==> src/rtl/bool_bit_engine.sv <==
module bool_bit_engine #(
  parameter int BITS   = 2048,
  parameter int FIELD  = 16,
  parameter int DATA_W = 24,
  parameter int MEM_AW = 11,
  parameter int SLOTS  = 4
) (
  input  logic                          clk,
  input  logic                          rst_n,
  input  logic                          instr_valid,
  input  logic [2:0]                    instr_op,
  input  logic [$clog2(BITS)-1:0]       instr_addr,
  output logic                          busy,
  output logic                          acc,
  output logic [SLOTS-1:0]              salvage,
  output logic                          mem_req,
  output logic                          mem_we,
  output logic [MEM_AW-1:0]             mem_addr,
  output logic [DATA_W-1:0]             mem_wdata,
  input  logic [DATA_W-1:0]             mem_rdata
);
  localparam int BIT_AW = $clog2(BITS);
  localparam int POS_W  = $clog2(FIELD);
  localparam int SEL_W  = $clog2(SLOTS);

  localparam logic [2:0] OP_LOAD  = 3'd0;
  localparam logic [2:0] OP_STORE = 3'd1;
  localparam logic [2:0] OP_ANDM  = 3'd2;
  localparam logic [2:0] OP_ORM   = 3'd3;
  localparam logic [2:0] OP_ANDS  = 3'd4;
  localparam logic [2:0] OP_ORS   = 3'd5;
  localparam logic [2:0] OP_COMP  = 3'd6;

  typedef enum logic [1:0] {S_IDLE, S_RD, S_EX, S_WR} state_t;

  state_t              state;
  logic [2:0]          op_q;
  logic [BIT_AW-1:0]   addr_q;
  logic [SLOTS-1:0]    salv_q;
  logic [DATA_W-1:0]   wdata_q, merged;
  logic                acc_q;

  wire                 take = instr_valid && state == S_IDLE;
  wire [POS_W-1:0]     pos  = addr_q[POS_W-1:0];
  wire                 rbit = mem_rdata[pos];
  wire                 sbit = salv_q[instr_addr[SEL_W-1:0]];

  assign busy      = state != S_IDLE;
  assign acc       = acc_q;
  assign salvage   = salv_q;
  assign mem_req   = state == S_RD || state == S_WR;
  assign mem_we    = state == S_WR;
  assign mem_addr  = MEM_AW'(addr_q[BIT_AW-1:POS_W]);
  assign mem_wdata = wdata_q;

  always_comb begin
    merged      = mem_rdata;
    merged[pos] = acc_q;
  end

  always_ff @(posedge clk) begin
    if (!rst_n) begin
      state   <= S_IDLE;
      op_q    <= '0;
      addr_q  <= '0;
      salv_q  <= '0;
      wdata_q <= '0;
      acc_q   <= 1'b0;
    end else begin
      case (state)
        S_IDLE: if (take) begin
          case (instr_op)
            OP_LOAD, OP_STORE, OP_ANDM, OP_ORM: begin
              op_q   <= instr_op;
              addr_q <= instr_addr;
              state  <= S_RD;
            end
            OP_ANDS: acc_q <= acc_q & sbit;
            OP_ORS:  acc_q <= acc_q | sbit;
            OP_COMP: acc_q <= ~acc_q;
            default: ;
          endcase
        end
        S_RD: state <= S_EX;
        S_EX: begin
          state <= S_IDLE;
          case (op_q)
            OP_LOAD: begin
              acc_q  <= rbit;
              salv_q <= {salv_q[SLOTS-2:0], acc_q};
            end
            OP_ANDM: acc_q <= acc_q & rbit;
            OP_ORM:  acc_q <= acc_q | rbit;
            OP_STORE: begin
              wdata_q <= merged;
              state   <= S_WR;
            end
            default: ;
          endcase
        end
        default: state <= S_IDLE;
      endcase
    end
  end
endmodule


==> config.mk <==
export PLATFORM = sky130hd
export DESIGN_NAME = bool_bit_engine
export DESIGN_NICKNAME = d
export VERILOG_FILES = /design/src/rtl/bool_bit_engine.sv
export SDC_FILE = /design/constraint.sdc
export NUM_CORES = 1
export LEC_CHECK = 0
export BUFFER_PORTS_ARGS = -buffer_cell sky130_fd_sc_hd__buf_2
export CAP_MARGIN = 20
export CORE_ASPECT_RATIO = 0.8
export CORE_MARGIN = 3
export CORE_UTILIZATION = 45
export CTS_CLUSTER_DIAMETER = 50
export DETAILED_ROUTE_END_ITERATION = 12
export GPL_TIMING_DRIVEN = 0
export PLACE_DENSITY_LB_ADDON = 0.1
export SLEW_MARGIN = 40
export SYNTH_ARGS = -nofsm -noshare
export SYNTH_HDL_FRONTEND = slang
export SYNTH_SLANG_ARGS = --single-unit
==> constraint.sdc <==
create_clock -name clk -period 3.1 [get_ports clk]
set_input_delay 0.31 -clock clk [delete_from_list [all_inputs] [get_ports clk]]
set_output_delay 0.31 -clock clk [all_outputs]
set_load 0.01 [all_outputs]
=== After elaboration in Yosys (flattened, before gate mapping) ===
Index checks and enable logic that the tools add are counted.

* Output and inout bits: 43
* Flip-flop bits (word level): 45
* Word-level logic and storage cells: 59
* Bits of input ports: 41

* Mux-type cells: 15
* Order comparisons: 3
* Reduce and logical (&&, ||, !) cells: 14
* Equality and inequality tests: 16
* Bitwise operators: 5

{| class="wikitable"
|+ Operators with widths
! cell !! number
|-
| 24-bit bitwise mux || 1
|-
| 3-bit by 2-bit == test with 1-bit output, second input constant || 4
|-
| 3-bit == test, second input constant || 3
|-
| 3-bit by 1-bit == test with 1-bit output, second input constant || 2
|-
| 3-bit logical NOT || 2
|-
| 4-bit by 6-bit < comparator with 1-bit output, second input constant || 1
|-
| 2-bit 2-to-1 mux || 3
|-
| 1-bit case mux with 3 select lines || 2
|-
| 2-bit case mux with 3 select lines || 1
|-
| 2-bit AND reduction || 3
|-
| 1-bit binary-select mux with 4-bit select || 1
|-
| 1-bit demux with 4-bit select || 1
|-
| 2-bit == test, second input constant || 2
|-
| 4-bit by 1-bit greater-or-equal comparator with 1-bit output, second input constant || 1
|-
| 1-bit 2-to-1 mux || 4
|-
| 4-bit by 1-bit != test with 1-bit output, second input constant || 1
|-
| 4-bit != test, second input constant || 1
|-
| 4-bit AND reduction || 1
|-
| 2-bit nonzero test || 2
|-
| 4-bit OR reduction || 1
|-
| 2-bit by 3-bit < comparator with 1-bit output, second input constant || 1
|-
| 3-bit AND reduction || 1
|-
| 1-bit bitwise AND || 2
|-
| 1-bit binary-select mux with 2-bit select || 1
|-
| other kinds (9) || 11
|}

=== Longest topological paths before layout ===
Gate-level depths: netlist of the first run.

* Depth after elaboration: 6
* Gate-level depth with buffers: 6
* Mapped depth without buffers: 4

=== Least setup slack after synthesis of the first run ===
Ideal clock, no wire load.

* Path kind: register to register
* From: register addr_q[2]
* To: register acc_q (netlist: acc)
* Arrival time: 1.449 ns
* Library setup time: 0.127 ns
* Period minus slack after synthesis: 1.576 ns
* Path buffers: 1
* Slack: 1.524 ns
* Stages on the path, launching flop included: 6
* Cells stage by stage: dfxtp_1 buf_6 mux4_2 a32o_1 o41ai_2 a31oi_1

* Longest elaborated chain between the ends: 5
* Elaborated cells between the ends (all ways): 6

{| class="wikitable"
|+ RTL lines
! item !! line !! source
|-
| start: declaration || 38 || <nowiki>logic [BIT_AW-1:0] addr_q;</nowiki>
|-
| start signal: assignment || 75 || <nowiki>addr_q <= instr_addr;</nowiki>
|-
| 1-bit binary-select mux with 4-bit select (*) || 45 || <nowiki>wire rbit = mem_rdata[pos];</nowiki>
|-
| 1-bit 2-to-1 mux (not written as such) (*) || 45 ||
|-
| 1-bit OR or 1-bit bitwise AND (tied branches) || 93, 92 ||
|-
| 1-bit case mux with 3 select lines (*) || 87 || <nowiki>case (op_q)</nowiki>
|-
| 1-bit case mux with 2 select lines (*) || 70 || <nowiki>case (state)</nowiki>
|-
| end signal: assignment || 89 || <nowiki>acc_q <= rbit;</nowiki>
|-
| end signal: assignment || 92 || <nowiki>OP_ANDM: acc_q <= acc_q & rbit;</nowiki>
|-
| end signal: assignment || 93 || <nowiki>OP_ORM: acc_q <= acc_q | rbit;</nowiki>
|-
| end: declaration || 41 || <nowiki>logic acc_q;</nowiki>
|}

Mark *: on every way between the ends. The rest lies on a longest branch, timed or not. The select of a mux whose other input is x is not followed.
A chain may end at the register's enable or synchronous reset.

=== Worst setup path in the final report of the first run ===
Ends and elaborated chain as after synthesis.

==> key figures, run 1 <==
Clocking
  • Root buffer cell: clkbuf_8
  • # clock sinks: between 40 and 50
  • Hold-fix buffers, CTS: 0
  • Post-cts sizing count: 0
  • CTS Buf Count: 5
  • Htree depth: 2
  • Reg clk slew, reported paths: 0.09 ns
  • Max Buffers Root-to-Sink: 2
  • TritonCTS clock tree: built
  • Post-CTS setup buffers: 0
  • Skew-Pair Late Insertion Delay: around 0.31 ns

GRT
  • Total gr overflow: 0
  • Initial antenna violation count: 0
  • Vias in the first global route: a little under 2000
  • Global-route usage over all layers: about 20%
  • Largest net degree at the start of global routing: 16
  • First-pass GRT wire length: roughly 9400 um

Die
  • Chip height: between 60 and 70 um
  • Initial Util: between 40% and 50%
  • IO Pins: 84
  • Core Region: roughly 4700 um2
  • # rows: 22
  • DIE AREA: approximately 6000 um2
  • Die width: between 80 and 90 um

Timing
  • RSZ-0062 raised after global routing: false
  • Relative slew slack: between 50% and 60%
  • Final setup TNS: 0 ns
  • FMAX: roughly 580 MHz
  • Worst Setup Slack, final: between 1 and 1.5 ns
  • Worst Tran Pin Value: roughly 0.67 ns
  • Layout Skew: a little under 0.006 ns
  • Max Slew Vio Count: 0
  • Setup violators final: 0
  • Tmin final: 1.71 ns
  • Endpoints failing hold: 0
  • Final period utilization: 55.3%

Critical path
  • Worst Path Arrival: around 1.9 ns
  • Crit Path Max Fanout: 9
  • Crit. End Element: flip-flop
  • CP Data Required Time: between 3 and 4 ns
  • Worst Setup Start Kind: flip-flop
  • Path type of the worst setup path: reg -> reg

Pwr
  • Leakage: between 0.001 and 0.0015 uW
  • Switching share of total power: approximately 27%
  • Pwr/cell area: between 400 and 500 nW/um2
  • Peak supply drop: ~0.27 mV
  • Share of power burned in registers: around half
  • Clk pwr share: 34.8%
  • Switch Pwr: between 300 and 400 uW
  • Combinational share of power: 13.7%
  • Internal power: roughly 850 uW

Synth
  • Top FF cell, synth: dfxtp_1
  • Cell area after synthesis: roughly 2300 um2
  • Avg Cell Area, Syn: roughly 9 um2
  • FF+latch count, synth: 45
  • Ys Warns: 0
  • Synth top area share: just under 40%
  • Post-synth EDFFs: 0
  • Post-synthesis cell type count: 46
  • Synth area leader: dfxtp_1
  • Register area share after synthesis: 39.4%
  • Post-Syn Instances: between 200 and 300
  • Async SR Flop Fraction: 0%
  • Most area-consuming cells after synthesis: dfxtp_1 (39%), mux2i_1 (9.6%), nand2_1 (7.4%), a21oi_1 (5.3%), a211oi_1 (5.3%)

Placed design
  • GPL Wtd Cong: around 0.80
  • DP HPWL: between 4000 and 5000 um
  • Dpl ws: 1.39 ns
  • PortBufs: 79

Final layout
  • Nets: between 300 and 400
  • Fill count: 450
  • Share of cells above drive strength 1: roughly a third
  • Leading cell type in the layout, fill and taps excluded: buf_2
  • Area delta synth->final: 25.4%
  • Diodes inserted: 0
  • Most frequent cells in the layout: buf_2 (89), nand2_1 (45), dfxtp_1 (45)

Drt
  • Final wirelength: 5600 um
  • Vias/cell: between 5 and 6
  • Residual DRC: 0
  • WL/cell: 13.6 um
  • Initial DRC Count: 83
  • Routed Antenna Nets: 0
  • Drt first pass iters: 4
  • Detailed-route via count: roughly 2100

Worst hold path
  • Min-Delay Path Class: in -> reg

Job
  • Maxcap violations: 0

Outcome
  • Status: finished, final reports clean
==> final cells by class <==
type,instances,area [um2],area share [%]
Clock buffer,6,82.6,2.88
Sequential cell,45,901,31.4
Multi-Input combinational cell,185,1200,41.9
Buffer,33,193,6.72
Tap cell,60,75.1,2.62
Clock inverter,2,17.5,0.611
Timing Repair Buffer,79,395,13.8
Inverter,1,3.75,0.131
==> cell families after synthesis <==
family          after synthesis  share of synthesized area [%]
compound gates               52                           15.1
buf+inv                      34                           8.59
flops                        45                           39.4
mux                          26                           13.6
other cells                   1                          0.164
simple gates                103                           23.2
==> path summary, 6_finish.rpt <==
check,startpoint,slack [ns],to,depth (start not counted)
max,addr_q[2],1.39,acc,5
min,instr_addr[6],0.23,addr_q[6],3
max reg2reg,addr_q[2],1.39,acc,5
min reg2reg,addr_q[5],0.46,addr_q[5],2
==> state kept, by name (all words and copies together), names as in the netlist <==
register	flops
mem_wdata	24
addr_q	11
salvage	4
op_q	3
state	2
acc	1
==> per-stage QoR <==
step / std cells / total power (uW) / utilization (%) / instance area (um2) / hold slack (ns)
after detailed placement: 403 / 772 / 58.5 / 2770 / 0.447
after global routing: 411 / 1210 / 60.6 / 2870 / 0.218
after CTS: 411 / 1170 / 60.6 / 2870 / 0.218
after global placement: 403 / 771 / 58.5 / 2770 / 0.439
final: 411 / 1160 / 60.6 / 2870 / 0.228
after floorplan: 264 / 711 / - / 2300 / 0.437
==> critical path, cell delays in order, from the launching register on <==
cell and delay [ns]:
dfxtp_1 0.33, buf_6 0.14, mux4_2 0.51, a32o_1 0.29, o41ai_2 0.21, a31oi_1 0.12
==> cells in the mapped netlist (all sizes together), types with 2 or more instances <==
| cell | number |
|---|---|
| or3b | 2 |
| clkbuf | 9 |
| a21oi | 24 |
| buf | 24 |
| mux2i | 22 |
| nor4 | 2 |
| and3 | 2 |
| nand2 | 45 |
| nand2b | 2 |
| nor2 | 23 |
| dfxtp | 45 |
| mux4 | 4 |
| nor3 | 2 |
| a211oi | 17 |
| nor2b | 4 |
| nand4b | 3 |
| or2 | 2 |
| nor4b | 4 |
| o21a | 2 |
| and3b | 4 |
| nor4bb | 2 |
==> power groups by stage <==
stage          Combinational, uW  Sequential, uW  Clock [uW]
2_1_floorplan               99.5             612           0
3_3_place_gp                 158             613           0
3_5_place_dp                 158             613           0
4_1_cts                      159             600         413
5_1_grt                      178             602         433
6_report                     159             600         405
==> routing by layer <==
layer	part of all wire, %	vias to the layer above	global-route usage, %
met2	43	65	28.6
met5	0	-	0
li1	-	1081	-
met4	1.4	0	6.85
met3	8.1	7	5.34
met1	48	996	28.0
(Power assumes the default switching activity.)
==> inputs of run 2 (changes only) <==
Settings changed: CORE_UTILIZATION 45 to 44.
Clock period 3.1 ns to 1.5 ns, I/O delays scaled along.
==> run 2 against run 1 <==
The flow now finishes with violations (negative setup slack). Flip-flop and latch count unchanged. Register-to-register slack worse by 1.5 ns. Critical path depth down 1. Count of clock-buffer cells in the layout down 1. Utilization up 4.5 points. Sequential share of layout area down 2.0 points. Non-clock buffer count up 7. Routed wire length up 8.2%. Fmax up 6.5%. Combinational power up 140%. Power up 110%. Clock power up 90%. Critical path type unchanged. Largest power group unchanged.
==> key figures, run 2 (synthesis gave the netlist of run 1 again) <==
Drt
  • Detailed-route via count: 2179 (+1.4%)
  • Final wirelength: 6060 um (+8.2%)
  • WL/cell: 14.5 um (+6.4%)
  • Initial DRC Count: 106 (+28%)
  • Drt first pass iters: 4 (unchanged)
  • Routed Antenna Nets: 0 (unchanged)
  • Vias/cell: 5.21 (-0.30%)
  • Residual DRC: 0 (unchanged)

Outcome
  • Status: finished with violations
  • Failing checks: negative setup slack

Final layout
  • Diodes inserted: 0 (unchanged)
  • Nets: 398 (+1.8%)
  • Final non-filler cell total: 418 (+1.7%)
  • Most frequent cells in the layout: buf_2 (79), nand2_1 (44), dfxtp_1 (39)
  • Final instance area: 3120 um2 (+8.7%)
  • Area delta synth->final: 36.3%
  • Max FFs per register: 24 (unchanged)
  • Fill count: 441 (-2.0%)
  • Share of cells above drive strength 1: 42.5% (+7.4 points)
  • Leading cell type in the layout, fill and taps excluded: buf_2

Timing
  • Worst Tran Pin Value: 0.530 ns (-0.141 ns)
  • Endpoints failing hold: 0 (unchanged)
  • Setup violators final: 1 (+1)
  • Layout Skew: 0.00647 ns (+0.000568 ns)
  • Tmin final: 1.61 ns (-0.105 ns)
  • Worst Setup Slack, final: -0.110 ns (-1.49 ns)
  • FMAX: 621 MHz (+6.5%)
  • Final period utilization: 107% (+52 points)
  • Relative slew slack: 64.7% (+9.8 points)
  • Hold Slack: 0.0717 ns (-0.156 ns)
  • RSZ-0062 raised after global routing: true
  • Max Slew Vio Count: 0 (unchanged)
  • Final setup TNS: -0.110 ns (-0.110 ns)

Die
  • # rows: 22 (unchanged)
  • Initial Util: 47.8% (-0.56 points)
  • IO Pins: 84 (unchanged)
  • Core Region: 4790 um2 (+1.2%)
  • Chip height: 70.5 um (+1.0%)
  • Die width: 86.6 um (+1.1%)
  • DIE AREA: 6100 um2 (+2.1%)

GRT
  • Total gr overflow: 0 (unchanged)
  • Global-route usage over all layers: 19.2% (-0.55 points)
  • Largest net degree at the start of global routing: 16 (unchanged)
  • Initial antenna violation count: 0 (unchanged)
  • First-pass GRT wire length: 9370 um (-0.15%)
  • Vias in the first global route: 1958 (+0.62%)

Critical path
  • Worst Path Arrival: 1.80 ns (-0.10 ns)
  • Worst Setup Start Kind: flip-flop
  • Crit Path Max Fanout: 4 (-5)
  • Crit. End Element: flip-flop
  • Path type of the worst setup path: reg -> reg
  • CP Data Required Time: 1.69 ns (-1.60 ns)

Clocking
  • CTS Buf Count: 5 (unchanged)
  • Root buffer cell: clkbuf_8
  • Max Buffers Root-to-Sink: 2 (unchanged)
  • Hold-fix buffers, CTS: 0 (unchanged)
  • # clock sinks: 45 (unchanged)
  • Reg clk slew, reported paths: 0.09 ns (about the same)
  • Htree depth: 2 (unchanged)
  • Skew-Pair Late Insertion Delay: 0.30 ns (about the same)
  • TritonCTS clock tree: built

Pwr
  • Pwr/cell area: 768 nW/um2 (+89%)
  • Tot Pwr: 2390 uW (+110%)
  • Peak supply drop: 0.535 mV (+99%)
  • Leakage: 0.00135 uW (+6.5%)

Placed design
  • DP HPWL: 4230 um (about the same)
  • Area after DPL: 2770 um2 (unchanged)
  • Post-Place Cells: 403 (unchanged)
  • PortBufs: 79 (unchanged)
  • GPL Wtd Cong: 0.808 (+0.95%)

Worst hold path
  • Min-Delay Path Class: in -> reg

Job
  • Maxcap violations: 0 (unchanged)
run 2: cell types whose count changed in the layout (fill, tap and decap cells not counted), moves of 2 or more:
cell / delta
dfxtp_1: -6
a211oi_1: -2
nor3_2: +2
dfxtp_2: +3
a211oi_2: +2
buf_4: +7
clkbuf_1: -2
nor4b_1: -2
nor3_1: -2
nor4_4: +2
nor4b_4: +3
buf_2: -10
buf_6: +10
dfxtp_4: +3
run 2: where the power goes:
group	internal (uW)	switching [uW]
Clock	331	439
Sequential	1220	27.5
Combinational	193	189
run 2: layout make-up:
cell class / instances / area [um2] / area share, %
clock inverters: 3 / 21.3 / 0.682
repair buffers: 89 / 485 / 15.6
clock buffers: 5 / 68.8 / 2.21
multi-input cells: 185 / 1320 / 42.2
well taps: 60 / 75.1 / 2.41
flip-flops and latches: 45 / 916 / 29.4
plain buffers: 30 / 233 / 7.46
inverters: 1 / 3.75 / 0.120
run 2: worst max-delay path, cell delays in order, from the launching register on:
cell	delay (ns)
dfxtp_4	0.40
mux4_2	0.51
and3b_1	0.19
o41ai_2	0.28
a31oi_1	0.12
run 2: path summary, 6_finish.rpt:
check                                    from       endpoint  slack, ns  cells after the start
worst max-delay path                addr_q[2]            acc      -0.11                      4
worst min-delay path            mem_rdata[18]  mem_wdata[18]       0.07                      3
worst max register to register      addr_q[2]            acc      -0.11                      4
worst min register to register  mem_wdata[18]  mem_wdata[18]       0.45                      2
run 2: through the flow:
stage	worst slack, ns	util (%)
2_1_floorplan	-0.0532	-
3_5_place_dp	-0.182	57.8
5_1_grt	-0.159	65.1
4_1_cts	-0.154	62.3
3_3_place_gp	-0.176	57.8
6_report	-0.110	65.1
run 2: layer usage:
layer / wire (um) / track usage [%] / share of wire (%) / vias to the layer above
met5: 0 / 0 / 0 / -
met4: 27 / 4.15 / 0.45 / 0
met3: 503 / 6.01 / 8.3 / 5
met2: 2690 / 27.7 / 44 / 70
met1: 2840 / 27.9 / 47 / 1008
li1: - / - / - / 1096
run 2: repair_timing:
item	CTS	global route
buffers inserted	3	5
gates resized for setup	29	34
pin swaps	3	10
endpoints found under the setup margin	41	37
gates cloned	1	1
==> inputs of run 3 (changes only) <==
Settings changed: CELL_PAD_IN_SITES_DETAIL_PLACEMENT from default to 0, CELL_PAD_IN_SITES_GLOBAL_PLACEMENT from default to 2, CORE_UTILIZATION 44 to 25, SLEW_MARGIN 40 to default.
==> run 3 against run 2 <==
Die area grew 69%. Utilization shrank 24 points. Count of clock-buffer cells in the layout grew 2. The run still ends with negative setup slack left. Cell count grew 15%. Register-to-register slack lost 0.04 ns. Largest power group is now clock. Routed wire length grew 25%. Critical path depth grew 1. Critical endpoint unchanged.
==> key figures, run 3 (synthesis gave the netlist of run 1 again) <==
Critical path
  • Worst Setup Start Kind: flip-flop
  • Crit. End Element: flip-flop
  • Worst Path Arrival: 1.81 ns (about the same)
  • CP Data Required Time: 1.67 ns (-0.02 ns)
  • Crit path largest cell delay: 0.50 ns (about the same)
  • Crit Path Max Fanout: 4 (unchanged)
  • Path type of the worst setup path: reg -> reg
  • Critical path, cell by cell: buf_6 -> mux4_2 -> a32o_2 -> o41ai_2 -> a31oi_1
  • Slowest CP cell: mux4_2

Placed design
  • GPL Wtd Cong: 0.724 (-10%)
  • PortBufs: 79 (unchanged)
  • Area after DPL: 2830 um2 (+2.3%)
  • DP HPWL: 5190 um (+23%)
  • Dpl ws: -0.209 ns (-0.0265 ns)
  • Post-Place Cells: 455 (+13%)

Die
  • Chip height: 91.6 um (+30%)
  • Die width: 113 um (+30%)
  • IO Pins: 84 (unchanged)
  • # rows: 30 (+36%)
  • Initial Util: 26.3% (-21 points)
  • DIE AREA: 10300 um2 (+69%)
  • Core Region: 8710 um2 (+82%)

Timing
  • Worst Setup Slack, final: -0.147 ns (-0.0377 ns)
  • FMAX: 607 MHz (-2.3%)
  • Setup violators final: 28 (+27)
  • Layout Skew: 0.00623 ns (-0.000239 ns)
  • Max Slew Vio Count: 0 (unchanged)
  • Worst Tran Pin Value: 0.689 ns (+0.160 ns)
  • Endpoints failing hold: 0 (unchanged)
  • Relative slew slack: 54.0% (-11 points)
  • RSZ-0062 raised after global routing: true
  • Tmin final: 1.65 ns (+0.0377 ns)
  • Final period utilization: 110% (+2.5 points)

Clocking
  • Skew-Pair Late Insertion Delay: 0.29 ns (about the same)
  • Root buffer cell: clkbuf_16
  • CTS Buf Count: 5 (unchanged)
  • Hold-fix buffers, CTS: 0 (unchanged)
  • # clock sinks: 45 (unchanged)
  • Htree depth: 2 (unchanged)
  • TritonCTS clock tree: built
  • Reg clk slew, reported paths: 0.06 ns (-0.03 ns)
  • Max Buffers Root-to-Sink: 2 (unchanged)

Final layout
  • Post-layout util: 41.0% (-24 points)
  • Multi-input gate area: 1490 um2 (+13%)
  • Area delta synth->final: 56.2%
  • Nets: 407 (+2.3%)
  • Diodes inserted: 0 (unchanged)
  • Reg area: 915 um2 (-0.14%)
  • Leading cell type in the layout, fill and taps excluded: buf_2
  • Final instance area: 3570 um2 (+15%)
  • Share of cells above drive strength 1: 52.6% (+10 points)
  • Fill count: 910 (+110%)
  • Final non-filler cell total: 479 (+15%)
  • Most frequent cells in the layout: buf_2 (79), dfxtp_1 (38), nand2_1 (35)
  • Max FFs per register: 24 (unchanged)

Drt
  • Final wirelength: 7580 um (+25%)
  • Residual DRC: 0 (unchanged)
  • Drt first pass iters: 4 (unchanged)
  • WL/cell: 15.8 um (+9.0%)
  • Routed Antenna Nets: 0 (unchanged)
  • Initial DRC Count: 85 (-20%)
  • Detailed-route via count: 2251 (+3.3%)
  • Vias/cell: 4.70 (-9.9%)

GRT
  • Total gr overflow: 0 (unchanged)
  • Initial antenna violation count: 0 (unchanged)
  • First-pass GRT wire length: 11200 um (+20%)
  • Vias in the first global route: 2104 (+7.5%)
  • Global-route usage over all layers: 13.8% (-5.4 points)
  • Largest net degree at the start of global routing: 14 (-2)

Job
  • Maxcap violations: 0 (unchanged)

Pwr
  • Peak supply drop: 0.413 mV (-23%)
  • Combinational share of power: 14.7% (-1.3 points)
  • Clk pwr share: 43.5% (+11 points)
  • Share of power burned in registers: 41.8% (-10 points)
  • Internal power: 2270 uW (+31%)
  • Switch Pwr: 723 uW (+10%)
  • Leakage: 0.00152 uW (+12%)
  • Switching share of total power: 24.1% (-3.2 points)
  • Pwr/cell area: 838 nW/um2 (+9.1%)

Outcome
  • Status: finished with violations
  • Failing checks: negative setup slack

Worst hold path
  • Min-Delay Path Class: in -> reg
## run 3: cell types whose count changed in the layout (fill, tap and decap cells not counted), moves of 3 or more
cell       previous run  this run
a21oi_2               0         9
nand2_4               0         6
clkbuf_16             0         7
a21oi_1              24        15
a211oi_2              3        12
nand2_2               1         4
clkbuf_8              5         1
a211oi_1             14         5
nor2_1               22        19
nand2_1              44        35
## run 3: metrics by stage
stage               power (uW)  hold slack (ns)  TNS, ns
floorplan                 1470            0.286  -0.0532
global placement          1610            0.393    -6.18
detailed placement        1610            0.398    -6.12
CTS                       2960           0.0934   -0.277
global route              3130           0.0893    -2.87
finish                    2990           0.0946   -0.636
## run 3: path summary, 6_finish.rpt
check        cells past startpoint     startpoint  slack [ns]             to
max reg2reg                      5      addr_q[2]       -0.15            acc
min                              3  mem_rdata[18]        0.09  mem_wdata[18]
max                              5      addr_q[2]       -0.15            acc
min reg2reg                      2  mem_wdata[18]        0.45  mem_wdata[18]
## run 3: final cells by class
type	count	share of cell area [%]
tap	112	3.92
inverter	1	0.105
multi-input combinational	186	41.6
timing repair buffer	96	16.6
sequential	45	25.6
clock buffer	7	3.99
buffer	31	7.32
clock inverter	1	0.841
## run 3: worst max-delay path: cells and delay by family (launching register included)
family	cells	cell delay (ns)
AOI/OAI and AO/OA	3	0.58
buffers and inverters	1	0.12
DFF	1	0.32
muxes	1	0.50
## run 3: power by group through the flow
stage | Sequential [uW] | Clock [uW] | Combinational, uW
after detailed placement | 1270 | 0 | 345
after CTS | 1250 | 1340 | 372
final | 1250 | 1300 | 441
after floorplan | 1260 | 0 | 206
after global routing | 1260 | 1400 | 482
after global placement | 1270 | 0 | 344
## run 3: repair_timing
| item | CTS | global route |
|---|---|---|
| pin swaps | 2 | 34 |
| gates resized for setup | 31 | 76 |
| endpoints found under the setup margin | 41 | 28 |
| buffers inserted | 2 | 12 |
| gates cloned | 1 | 3 |
## run 3: routing by layer
metal  share of wire (%)  vias to the layer above  global-route usage [%]
met5                   0                        -                       0
met4                0.77                        0                    3.00
met3                 5.3                        8                    3.40
met2                  43                       57                    20.0
met1                  51                     1063                    20.4
li1                    -                     1123                       -
